`config.mk`:
```
export PLATFORM = sky130hd
export DESIGN_NAME = adc_bist_seq
export DESIGN_NICKNAME = d
export VERILOG_FILES = /design/src/rtl/adc_bist_pkg.sv /design/src/rtl/adc_bist_regs.sv /design/src/rtl/adc_bist_window.sv /design/src/rtl/adc_bist_wdog.sv /design/src/rtl/adc_bist_ctrl.sv /design/src/rtl/adc_bist_seq.sv
export SDC_FILE = /design/constraint.sdc
export NUM_CORES = 1
export LEC_CHECK = 0
export ABC_AREA = 1
export BUFFER_PORTS_ARGS = -buffer_cell sky130_fd_sc_hd__buf_2
export CORE_ASPECT_RATIO = 1.5
export CORE_MARGIN = 5
export CORE_UTILIZATION = 30
export CTS_CLUSTER_DIAMETER = 80
export DETAILED_ROUTE_END_ITERATION = 12
export GPL_ROUTABILITY_DRIVEN = 0
export MAX_ROUTING_LAYER = met4
export PLACE_DENSITY_LB_ADDON = 0.2
export SYNTH_ARGS = -nofsm -noshare
export SYNTH_HDL_FRONTEND = slang
export SYNTH_SLANG_ARGS = --single-unit
```
`constraint.sdc`:
```
create_clock -name clk -period 7.8 [get_ports clk]
set_clock_uncertainty 0.15 [all_clocks]
set_input_delay 0.39 -clock clk [delete_from_list [all_inputs] [get_ports clk]]
set_output_delay 0.39 -clock clk [all_outputs]
set_load 0.01 [all_outputs]
```
`src/rtl/adc_bist_pkg.sv`:
```
// Shared constants, register map and state type for the ADC self-test block.
// Assumes the step counts are fixed by the two algorithms.
package adc_bist_pkg;
    localparam int NUM_SUP = 3;
    localparam int NUM_CAP = 12;
    localparam int NUM_THR = NUM_SUP + NUM_CAP;
    localparam int STEP_W  = $clog2(NUM_CAP);
    localparam int ADDR_W  = 5;

    localparam logic [ADDR_W-1:0] ADDR_SUP_BASE = 5'h10;
    localparam logic [ADDR_W-1:0] ADDR_CTRL     = 5'h18;
    localparam logic [ADDR_W-1:0] ADDR_WDOG     = 5'h19;

    localparam int CTRL_START = 0;
    localparam int CTRL_ALG   = 1;
    localparam int CTRL_CLR   = 2;

    typedef enum logic [1:0] {
        ST_IDLE  = 2'd0,
        ST_ISSUE = 2'd1,
        ST_WAIT  = 2'd2
    } seq_state_t;

    // Register address of bound entry idx (capacitive entries first).
    function automatic logic [ADDR_W-1:0] thr_addr(input int idx);
        if (idx < NUM_CAP) return ADDR_W'(idx);
        return ADDR_SUP_BASE + ADDR_W'(idx - NUM_CAP);
    endfunction
endpackage

```
`src/rtl/adc_bist_regs.sv`:
```
// Bound storage, run-time limit register and control decode.
// Holds one lower/upper pair per step of both algorithms and serves the pair
// for the current step. Control writes are decoded into single-cycle strobes.
// Assumes WD_W <= 2*DATA_W.
module adc_bist_regs
    import adc_bist_pkg::*;
#(
    parameter int DATA_W = 12,
    parameter int WD_W   = 16
) (
    input  logic                 clk,
    input  logic                 rst_n,
    input  logic                 wr_en,
    input  logic [ADDR_W-1:0]    wr_addr,
    input  logic [2*DATA_W-1:0]  wr_data,
    input  logic                 rd_alg,
    input  logic [STEP_W-1:0]    rd_step,
    output logic [DATA_W-1:0]    thr_lo,
    output logic [DATA_W-1:0]    thr_hi,
    output logic [WD_W-1:0]      wd_limit,
    output logic                 start_wr,
    output logic                 alg_wr,
    output logic                 clr_wr
);
    logic [DATA_W-1:0] lo_q [NUM_THR];
    logic [DATA_W-1:0] hi_q [NUM_THR];
    logic [WD_W-1:0]   wd_q;
    logic              ctrl_hit;
    int                rd_idx;

    // Capture bound pairs written to their step addresses.
    always_ff @(posedge clk) begin
        if (!rst_n) begin
            for (int i = 0; i < NUM_THR; i++) begin
                lo_q[i] <= '0;
                hi_q[i] <= '1;
            end
        end else if (wr_en) begin
            for (int i = 0; i < NUM_THR; i++) begin
                if (wr_addr == thr_addr(i)) begin
                    lo_q[i] <= wr_data[DATA_W-1:0];
                    hi_q[i] <= wr_data[2*DATA_W-1:DATA_W];
                end
            end
        end
    end

    // Capture the run-time limit.
    always_ff @(posedge clk) begin
        if (!rst_n)                                wd_q <= '1;
        else if (wr_en && wr_addr == ADDR_WDOG)    wd_q <= wr_data[WD_W-1:0];
    end

    // Decode control-register writes into strobes.
    always_comb begin
        ctrl_hit = wr_en && (wr_addr == ADDR_CTRL);
        start_wr = ctrl_hit && wr_data[CTRL_START];
        alg_wr   = wr_data[CTRL_ALG];
        clr_wr   = ctrl_hit && wr_data[CTRL_CLR];
    end

    // Select the bound pair for the running algorithm and step.
    always_comb begin
        rd_idx = rd_alg ? int'(rd_step) : NUM_CAP + int'(rd_step);
        thr_lo = '0;
        thr_hi = '1;
        if (rd_idx < NUM_THR) begin
            thr_lo = lo_q[rd_idx];
            thr_hi = hi_q[rd_idx];
        end
    end

    assign wd_limit = wd_q;
endmodule

```
`src/rtl/adc_bist_window.sv`:
```
// Window comparator: flags a code outside [lo, hi]. Both bounds are inclusive.
// Assumes lo <= hi; if not, every code fails.
module adc_bist_window #(
    parameter int DATA_W = 12
) (
    input  logic [DATA_W-1:0] code,
    input  logic [DATA_W-1:0] lo,
    input  logic [DATA_W-1:0] hi,
    output logic              fail
);
    // Strict comparisons so that equality with either bound passes.
    always_comb fail = (code > hi) || (code < lo);
endmodule

```
`src/rtl/adc_bist_wdog.sv`:
```
// Run-time watchdog. Restarts at an accepted start and counts cycles while
// the run is active. Expires when the count equals the limit. Holds at the
// limit so that it cannot wrap.
module adc_bist_wdog #(
    parameter int WD_W = 16
) (
    input  logic            clk,
    input  logic            rst_n,
    input  logic            start_ok,
    input  logic            run,
    input  logic [WD_W-1:0] limit,
    output logic            expire
);
    logic [WD_W-1:0] cnt_q;

    // Cycle counter since the start of the run.
    always_ff @(posedge clk) begin
        if (!rst_n)                       cnt_q <= '0;
        else if (start_ok)                cnt_q <= '0;
        else if (run && cnt_q != limit)   cnt_q <= cnt_q + 1'b1;
    end

    // Expiry is only meaningful while a run is active.
    always_comb expire = run && (cnt_q == limit);
endmodule

```
`src/rtl/adc_bist_ctrl.sv`:
```
// Step sequencer with sticky fault capture. Issues one request per step,
// waits for the response, and advances to the algorithm's last step. An
// expired watchdog aborts the run unless the final response arrives on that
// same edge. A new fault event wins over a clear in the same cycle.
module adc_bist_ctrl
    import adc_bist_pkg::*;
(
    input  logic              clk,
    input  logic              rst_n,
    input  logic              start_wr,
    input  logic              alg_wr,
    input  logic              clr_wr,
    input  logic              rsp_valid,
    input  logic              win_fail,
    input  logic              expire,
    output logic              start_ok,
    output logic              busy,
    output logic              conv_req,
    output logic [STEP_W-1:0] step,
    output logic              alg,
    output logic              fault_win,
    output logic              fault_wdog,
    output logic [STEP_W-1:0] fail_step
);
    seq_state_t        state_q;
    logic [STEP_W-1:0] step_q;
    logic [STEP_W-1:0] last_step;
    logic [STEP_W-1:0] fail_step_q;
    logic              alg_q;
    logic              done_now;
    logic              abort;
    logic              fail_ev;
    logic              win_q;
    logic              wdog_q;

    // Per-cycle events derived from state and inputs.
    always_comb begin
        last_step = alg_q ? STEP_W'(NUM_CAP - 1) : STEP_W'(NUM_SUP - 1);
        done_now  = (state_q == ST_WAIT) && rsp_valid && (step_q == last_step);
        abort     = expire && !done_now;
        fail_ev   = (state_q == ST_WAIT) && rsp_valid && win_fail && !abort;
        start_ok  = start_wr && (state_q == ST_IDLE);
    end

    // Sequencer state machine.
    always_ff @(posedge clk) begin
        if (!rst_n) begin
            state_q <= ST_IDLE;
            step_q  <= '0;
            alg_q   <= 1'b0;
        end else if (abort) begin
            state_q <= ST_IDLE;
        end else begin
            case (state_q)
                ST_IDLE: begin
                    if (start_wr) begin
                        alg_q   <= alg_wr;
                        step_q  <= '0;
                        state_q <= ST_ISSUE;
                    end
                end
                ST_ISSUE: state_q <= ST_WAIT;
                ST_WAIT: begin
                    if (rsp_valid) begin
                        if (step_q == last_step) begin
                            state_q <= ST_IDLE;
                        end else begin
                            step_q  <= step_q + 1'b1;
                            state_q <= ST_ISSUE;
                        end
                    end
                end
                default: state_q <= ST_IDLE;
            endcase
        end
    end

    // Sticky fault flags and first-failure step.
    always_ff @(posedge clk) begin
        if (!rst_n) begin
            win_q       <= 1'b0;
            wdog_q      <= 1'b0;
            fail_step_q <= '0;
        end else begin
            win_q  <= fail_ev | (win_q & ~clr_wr);
            wdog_q <= abort | (wdog_q & ~clr_wr);
            if (fail_ev && (!win_q || clr_wr)) fail_step_q <= step_q;
            else if (clr_wr)                   fail_step_q <= '0;
        end
    end

    assign busy       = (state_q != ST_IDLE);
    assign conv_req   = (state_q == ST_ISSUE);
    assign step       = step_q;
    assign alg        = alg_q;
    assign fault_win  = win_q;
    assign fault_wdog = wdog_q;
    assign fail_step  = fail_step_q;
endmodule

```
`src/rtl/adc_bist_seq.sv`:
```
// Top of the ADC self-test sequencer. Joins the bound registers, the window
// comparator, the run-time watchdog and the step sequencer. Assumes the
// converter answers each request with exactly one rsp_valid pulse.
module adc_bist_seq
    import adc_bist_pkg::*;
#(
    parameter int DATA_W    = 12,
    parameter int CHAN_W    = 4,
    parameter int TEST_CHAN = 15,
    parameter int WD_W      = 16
) (
    input  logic                clk,
    input  logic                rst_n,
    input  logic                wr_en,
    input  logic [ADDR_W-1:0]   wr_addr,
    input  logic [2*DATA_W-1:0] wr_data,
    output logic                conv_req,
    output logic [CHAN_W-1:0]   conv_chan,
    output logic                run_alg,
    output logic [STEP_W-1:0]   step_idx,
    input  logic                rsp_valid,
    input  logic [DATA_W-1:0]   rsp_data,
    output logic                busy,
    output logic [STEP_W-1:0]   fail_step,
    output logic                fault,
    output logic                fault_win,
    output logic                fault_wdog
);
    logic [DATA_W-1:0] thr_lo;
    logic [DATA_W-1:0] thr_hi;
    logic [WD_W-1:0]   wd_limit;
    logic              start_wr;
    logic              alg_wr;
    logic              clr_wr;
    logic              win_fail;
    logic              expire;
    logic              start_ok;

    adc_bist_regs #(.DATA_W(DATA_W), .WD_W(WD_W)) regs_i (
        .clk      (clk),
        .rst_n    (rst_n),
        .wr_en    (wr_en),
        .wr_addr  (wr_addr),
        .wr_data  (wr_data),
        .rd_alg   (run_alg),
        .rd_step  (step_idx),
        .thr_lo   (thr_lo),
        .thr_hi   (thr_hi),
        .wd_limit (wd_limit),
        .start_wr (start_wr),
        .alg_wr   (alg_wr),
        .clr_wr   (clr_wr)
    );

    adc_bist_window #(.DATA_W(DATA_W)) win_i (
        .code (rsp_data),
        .lo   (thr_lo),
        .hi   (thr_hi),
        .fail (win_fail)
    );

    adc_bist_wdog #(.WD_W(WD_W)) wdog_i (
        .clk      (clk),
        .rst_n    (rst_n),
        .start_ok (start_ok),
        .run      (busy),
        .limit    (wd_limit),
        .expire   (expire)
    );

    adc_bist_ctrl ctrl_i (
        .clk        (clk),
        .rst_n      (rst_n),
        .start_wr   (start_wr),
        .alg_wr     (alg_wr),
        .clr_wr     (clr_wr),
        .rsp_valid  (rsp_valid),
        .win_fail   (win_fail),
        .expire     (expire),
        .start_ok   (start_ok),
        .busy       (busy),
        .conv_req   (conv_req),
        .step       (step_idx),
        .alg        (run_alg),
        .fault_win  (fault_win),
        .fault_wdog (fault_wdog),
        .fail_step  (fail_step)
    );

    assign conv_chan = CHAN_W'(TEST_CHAN);
    assign fault     = fault_win | fault_wdog;
endmodule

```
# Word level (Yosys, flattened, before mapping)
# Memories as Yosys holds them, arrays and structs flattened.
# Index checks and enable logic that the tools add are counted.
[totals]
register_bits = 45
mem_bits_rw = 360
out_inout_bits = 18
wordCells = 249
mem_count = 2
[op_classes]
n_addsub = 3
order_cmp = 3
n_eq_ne = 25
n_mux = 143
bitwise_logic = 38
reduce_logical = 27
[memory_table]
columns = ["name", "words", "width", "rd", "rd_ports_with_merged_regs", "wr", "line_no", "source"]
rows = [
  ["regs_i.hi_q", 15, 12, 1, 0, 15, "adc_bist_regs.sv:26", "logic [DATA_W-1:0] hi_q [NUM_THR];"],
  ["regs_i.lo_q", 15, 12, 1, 0, 15, "adc_bist_regs.sv:25", "logic [DATA_W-1:0] lo_q [NUM_THR];"],
]
[ops]
columns = ["cell", "n"]
rows = [
  ["$mux 12", 32],
  ["$mux 5", 24],
  ["$mux 1", 64],
  ["$eq 5x5->1", 12],
  ["$mux 4", 10],
  ["$or 1x1->1", 33],
  ["$lt 32x5->1 const B", 1],
  ["$mux 32", 1],
  ["$eq 5x5->1 const B", 5],
  ["$mux 3", 8],
  ["$add 16x1->16 const B", 1],
  ["$eq 16x16->1", 1],
  ["$ne 16x16->1", 1],
  ["$logic_and 1x1->1", 13],
  ["$gt 12x12->1", 1],
  ["$lt 12x12->1", 1],
  ["$pmux 4 s2", 1],
  ["$pmux 2 s3", 1],
  ["$reduce_bool 2->1", 3],
  ["$add 4x4->5 const A", 1],
  ["$reduce_and 5->1", 1],
  ["$add 4x1->4 const B", 1],
  ["$eq 4x4->1", 1],
  ["$mux 2", 2],
  ["12 further kinds", 20],
]

# Depth between registers and ports, before layout
[depth]
depth_word = 11
ltp_mapped = 21
ltp_nobuf = 19

# Cells and area by module
# From an unflattened synthesis, not the netlist that was laid out.
[hier_totals]
cells_unflattened = 2194
hier_area_um2 = 19479.9
[by_module_without_submodules]
columns = ["mod", "instances", "cells_per_inst", "area_each_um2", "seq_area_each_um2"]
rows = [
  ["adc_bist_regs", 1, 1739, 16738.6, 11130.7],
  ["adc_bist_wdog", 1, 252, 1383.8, 320.3],
  ["adc_bist_ctrl", 1, 87, 658.1, 260.2],
  ["adc_bist_window", 1, 108, 654.4, 0.0],
  ["adc_bist_seq", 1, 8, 45.0, 0.0],
]

# Least setup slack after synthesis
# OpenSTA, ideal clock, no wires.
[synth_timing]
kind = "register to register"
from = "reg ctrl_i.step_q[0] (netlist: ctrl_i.step[0])"
to = "reg ctrl_i.fail_step_q[0] (netlist: ctrl_i.fail_step[0])"
setup_ns = 0.070
arrival_time_ns = 2.940
slack_ns = 4.639
stages_incl_launch_ff = 15
n_path_buf = 4
path_cell_list = "dfxtp_1 > buf_2 > buf_2 > buf_2 > buf_2 > o211ai_1 > a311oi_1 > nor2_1 > ha_1 > nand4_1 > o41ai_1 > nand2_4 > nand3_4 > nand3_1 > a21oi_1"
[synth_via]
elab_chain_cells = 10
[synth_lines]
columns = ["element", "line_no", "source"]
rows = [
  ["start: declaration", "adc_bist_ctrl.sv:26", "logic [STEP_W-1:0] step_q;"],
  ["start signal: assignment", "adc_bist_ctrl.sv:68", "step_q <= step_q + 1'b1;"],
  ["$add 4x4->5", "adc_bist_regs.sv:64", "rd_idx = rd_alg ? int'(rd_step) : NUM_CAP + int'(rd_step);"],
  ["$mux 32", "adc_bist_regs.sv:64", ""],
  ["$lt 32x5->1, or another cell as far along", "adc_bist_regs.sv:67", "if (rd_idx < NUM_THR) begin"],
  ["$mux 12", "adc_bist_regs.sv:67", ""],
  ["$gt 12x12->1 / $lt 12x12->1 (equally long branches)", "adc_bist_window.sv:12", "always_comb fail = (code > hi) || (code < lo);"],
  ["$logic_or 1x1->1", "adc_bist_window.sv:12", ""],
  ["$logic_and 1x1->1 (2 in a row)", "adc_bist_ctrl.sv:41", "fail_ev = (state_q == ST_WAIT) && rsp_valid && win_fail && !abort;"],
  ["$logic_and 1x1->1", "adc_bist_ctrl.sv:87", "if (fail_ev && (!win_q || clr_wr)) fail_step_q <= step_q;"],
  ["$mux 4 / $reduce_bool 2->1 (equally long branches)", "-", ""],
  ["end signal: assignment", "adc_bist_ctrl.sv:87", ""],
  ["end: declaration", "adc_bist_ctrl.sv:28", "logic [STEP_W-1:0] fail_step_q;"],
]
# Several ways; a longest one is shown, not always the timed one.
# A chain may end at the register's enable or synchronous reset.

# Final worst setup path
[layout_timing]
from = "reg ctrl_i.step_q[1] (netlist: ctrl_i.step[1])"
to = "reg ctrl_i.fail_step_q[1] (netlist: ctrl_i.fail_step[1])"
# Same word-level chain as after synthesis.

==> impl_metrics.tcl <==
set metrics [dict create \
    clock_path_buffers 3 \
    cts_tree "done" \
    synth_area_mm2 0.0184 \
    gr-usage-met3_pct 1.60 \
    dieArea_mm2 0.0663 \
    antenna_left 0 \
    synth.distinct_cells 48 \
    fmax_ghz 0.205 \
    hold_viol_final 0 \
    core_mm2 0.0608 \
    use_met1_pct 20.5 \
    synth_adder_area_share_pct 1.77 \
    synth_xor_xnor_area_share_pct 0.764 \
    slew_viol_final 0 \
    rr_worst_depth 15 \
    antennaDiodeCount 0 \
    antenna_found_initial 0 \
    setup_ws_ns 2.93 \
    worstSetupPathType "reg2reg" \
    num_vias 13300 \
    p_clk_share_pct 39.6 \
    combPwrFrac_pct 6.3 \
    power_leakage_uw 0.00753 \
    swShare_pct 23.1 \
    grt_usage_pct 17.7 \
    use_met2_pct 30.8 \
    crit_slowest_cell "clkinv_2" \
    worstSetupEndpointType "flop" \
    ys.flop_type "edfxtp_1" \
    power_density_mw_per_mm2 225 \
    muxShareOfSynthArea_pct 0 \
    cap_violations 0 \
    cts_resized 0 \
    period_minus_slack_ns 4.87 \
    outcome "finished clean" \
    vias_per_cell 5.09 \
    crit_chain "buf_4 > clkinv_2 > buf_4 > o21ai_0 > o22ai_1 > o211ai_1 > nand2_1 > nor2_1 > ha_1 > nand4_1 > o41ai_1 > nand2_4 > nand3_4 > nand3_1 > a21oi_1" \
    synth_seq_cells 405 \
    die_y_um 313 \
    hp-start "rsp_valid" \
    nets 1856 \
    yosys.area_share.simple_pct 17.4 \
    worstSetupStartpoint "ctrl_i.step[1]" \
    setup_tns_ns 0 \
    tightest_slew_ns 1.23 \
    die_w_um 212 \
    ir_worst_vdd_mv 0.150 \
    hold_path.class "in2reg" \
    whs_path_depth 3 \
    io_pins 63 \
    drt_first_pass_iters 5 \
    grt_max_degree 176 \
    worst-path-max-fanout 39 \
    worst-path-buf-inv 3 \
    grt_busiest_layer "met2" \
    clk_latency_ns 0.56 \
    post-route-util_pct 34.0 \
    crit_cells 15 \
    area_growth_pct 12.8 \
    syn_inst 1774 \
    cts_buffers 40 \
    cpMostUsedCell "buf_4" \
    dp_slack_ns 3.01 \
    final_cell_mix "395 x nand2_1, 360 x edfxtp_1, 263 x nor2_1, 86 x a21oi_1, 84 x inv_1" \
    cpPeakStageDelay_ns 0.73 \
    rsz0062_at_grt "no" \
    grt_overflow 0 \
    critical_path_required_ns 8.11 \
    period_share_pct 62.4 \
    seqPwrFrac_pct 54.1 \
    wl_per_cell_um 22.3 \
    postRouteWirelength_mm 58.1 \
    post-dp-hpwl_mm 35.8 \
    synth_top_family_by_area "simple AND/OR/NAND/NOR gates" \
    avgSynthCellArea_um2 10.3 \
    htreeDepth 2 \
    layout.cells.most_common "nand2_1" \
    ys_warn_count 0 \
    synth-edff-count 360 \
    async_flop_share_pct 0 \
    post-route-drc-count 0 \
    grt_pass1_vias 13500 \
    num_rows 111 \
    power.internal_uw 3580 \
    cts_root_buffer "clkbuf_16" \
    holdWs_ns 0.0710 \
    grt_pass1_wl_mm 86.7 \
    path_clk_slew_ns 0.07 \
    final_layout_size_suffix_gt1_share_pct 10.7 \
    r2r_start "ctrl_i.step[1]" \
    fill_cells 6237 \
    p_switching_uw 1080 \
    arrival_ns 5.18 \
    port_buffers 58 \
    maxSlewHeadroom_pct 17.9 \
    clock_sinks 405 \
    startpoint_type "flop" \
    finalPower_uw 4660 \
    setup_viol 0 \
    cpLargestDelayFamily "buffers and inverters" \
    drt_iter0_drc 948 \
    initial_core_util_pct 30.2 \
    synth_compound_area_share_pct 11.2 \
    yosysSeqAreaShare_pct 63.8 \
]
[worst paths after layout]
check	to	slack, ns
worst min-delay path	ctrl_i.state_q[1]	0.07
worst max-delay path	ctrl_i.fail_step[1]	2.93
worst min register to register	regs_i.wd_limit[3]	0.33
worst max register to register	ctrl_i.fail_step[1]	2.93
[repair_timing]
action                                 in CTS  in global routing
setup buffers                               0                  0
hold buffers                               11                  0
endpoints found under the hold margin      11                  0
[through the flow]
step / instance area, µm² / instances
floorplan: 18400 / 1777
global placement: 19400 / 2523
detailed placement: 19400 / 2523
CTS: 20700 / 2608
global route: 20700 / 2608
finish: 20700 / 2608
[power groups by stage]
stage | sequential, µW | clock [µW] | combinational [µW]
final | 2520 | 1850 | 291
after floorplan | 2560 | 0 | 171
after global placement | 2570 | 0 | 288
after CTS | 2520 | 1880 | 297
after global routing | 2530 | 1970 | 323
after detailed placement | 2570 | 0 | 292
[cell usage after synthesis (14+ instances only)]
master | count | area (µm²)
nand3_1 | 46 | 230
buf_2 | 29 | 145
nand4_1 | 15 | 93.8
clkbuf_1 | 85 | 319
a211oi_1 | 14 | 105
dfxtp_1 | 45 | 901
xnor2_1 | 14 | 123
a21oi_1 | 86 | 430
inv_1 | 85 | 319
o211ai_1 | 41 | 308
edfxtp_1 | 360 | 10800
nand2_1 | 397 | 1490
or2_2 | 26 | 163
o21ai_0 | 84 | 420
a31oi_1 | 22 | 138
ha_1 | 26 | 325
nor2_1 | 263 | 987
[area by class of cell]
type / instances / area [µm²] / share of cell area [%]
sequential: 405 / 11700 / 56.6
multi-input combinational: 1147 / 5790 / 28.0
clock buffer: 54 / 1090 / 5.27
tap: 791 / 990 / 4.78
timing repair buffer: 100 / 646 / 3.12
inverter: 91 / 345 / 1.67
clock inverter: 20 / 120 / 0.580
[worst reg2reg max path, cell delays in order, from the launching register on]
cell and delay, ns:
dfxtp_2 0.31, buf_4 0.42, clkinv_2 0.73, buf_4 0.53, o21ai_0 0.16, o22ai_1 0.08, o211ai_1 0.46, nand2_1 0.12
nor2_1 0.26, ha_1 0.17, nand4_1 0.14, o41ai_1 0.71, nand2_4 0.19, nand3_4 0.12, nand3_1 0.08, a21oi_1 0.15
[cells by family after synthesis]
kind of cell | Yosys count
DFF | 405
AOI/OAI and AO/OA | 326
xor gates and xnor gates | 16
adders and majority gates | 26
buffers and inverters | 225
and+or+nand+nor | 775
other | 1
[sequential cells by signal (all words and copies together) (netlist names)]
signal,cells
ctrl_i.alg,1
ctrl_i.fail_step,4
ctrl_i.fault_wdog,1
ctrl_i.fault_win,1
ctrl_i.state_q,2
ctrl_i.step,4
regs_i.hi_q,180
regs_i.lo_q,180
regs_i.wd_limit,16
wdog_i.cnt_q,16
[routing by layer]
metal	vias up	share of wire, %
met1	6610	39
met2	333	52
met3	130	3.8
met5	-	0
met4	0	5.5
li1	6201	-
Note: power is estimated with default switching activity, not from simulation.
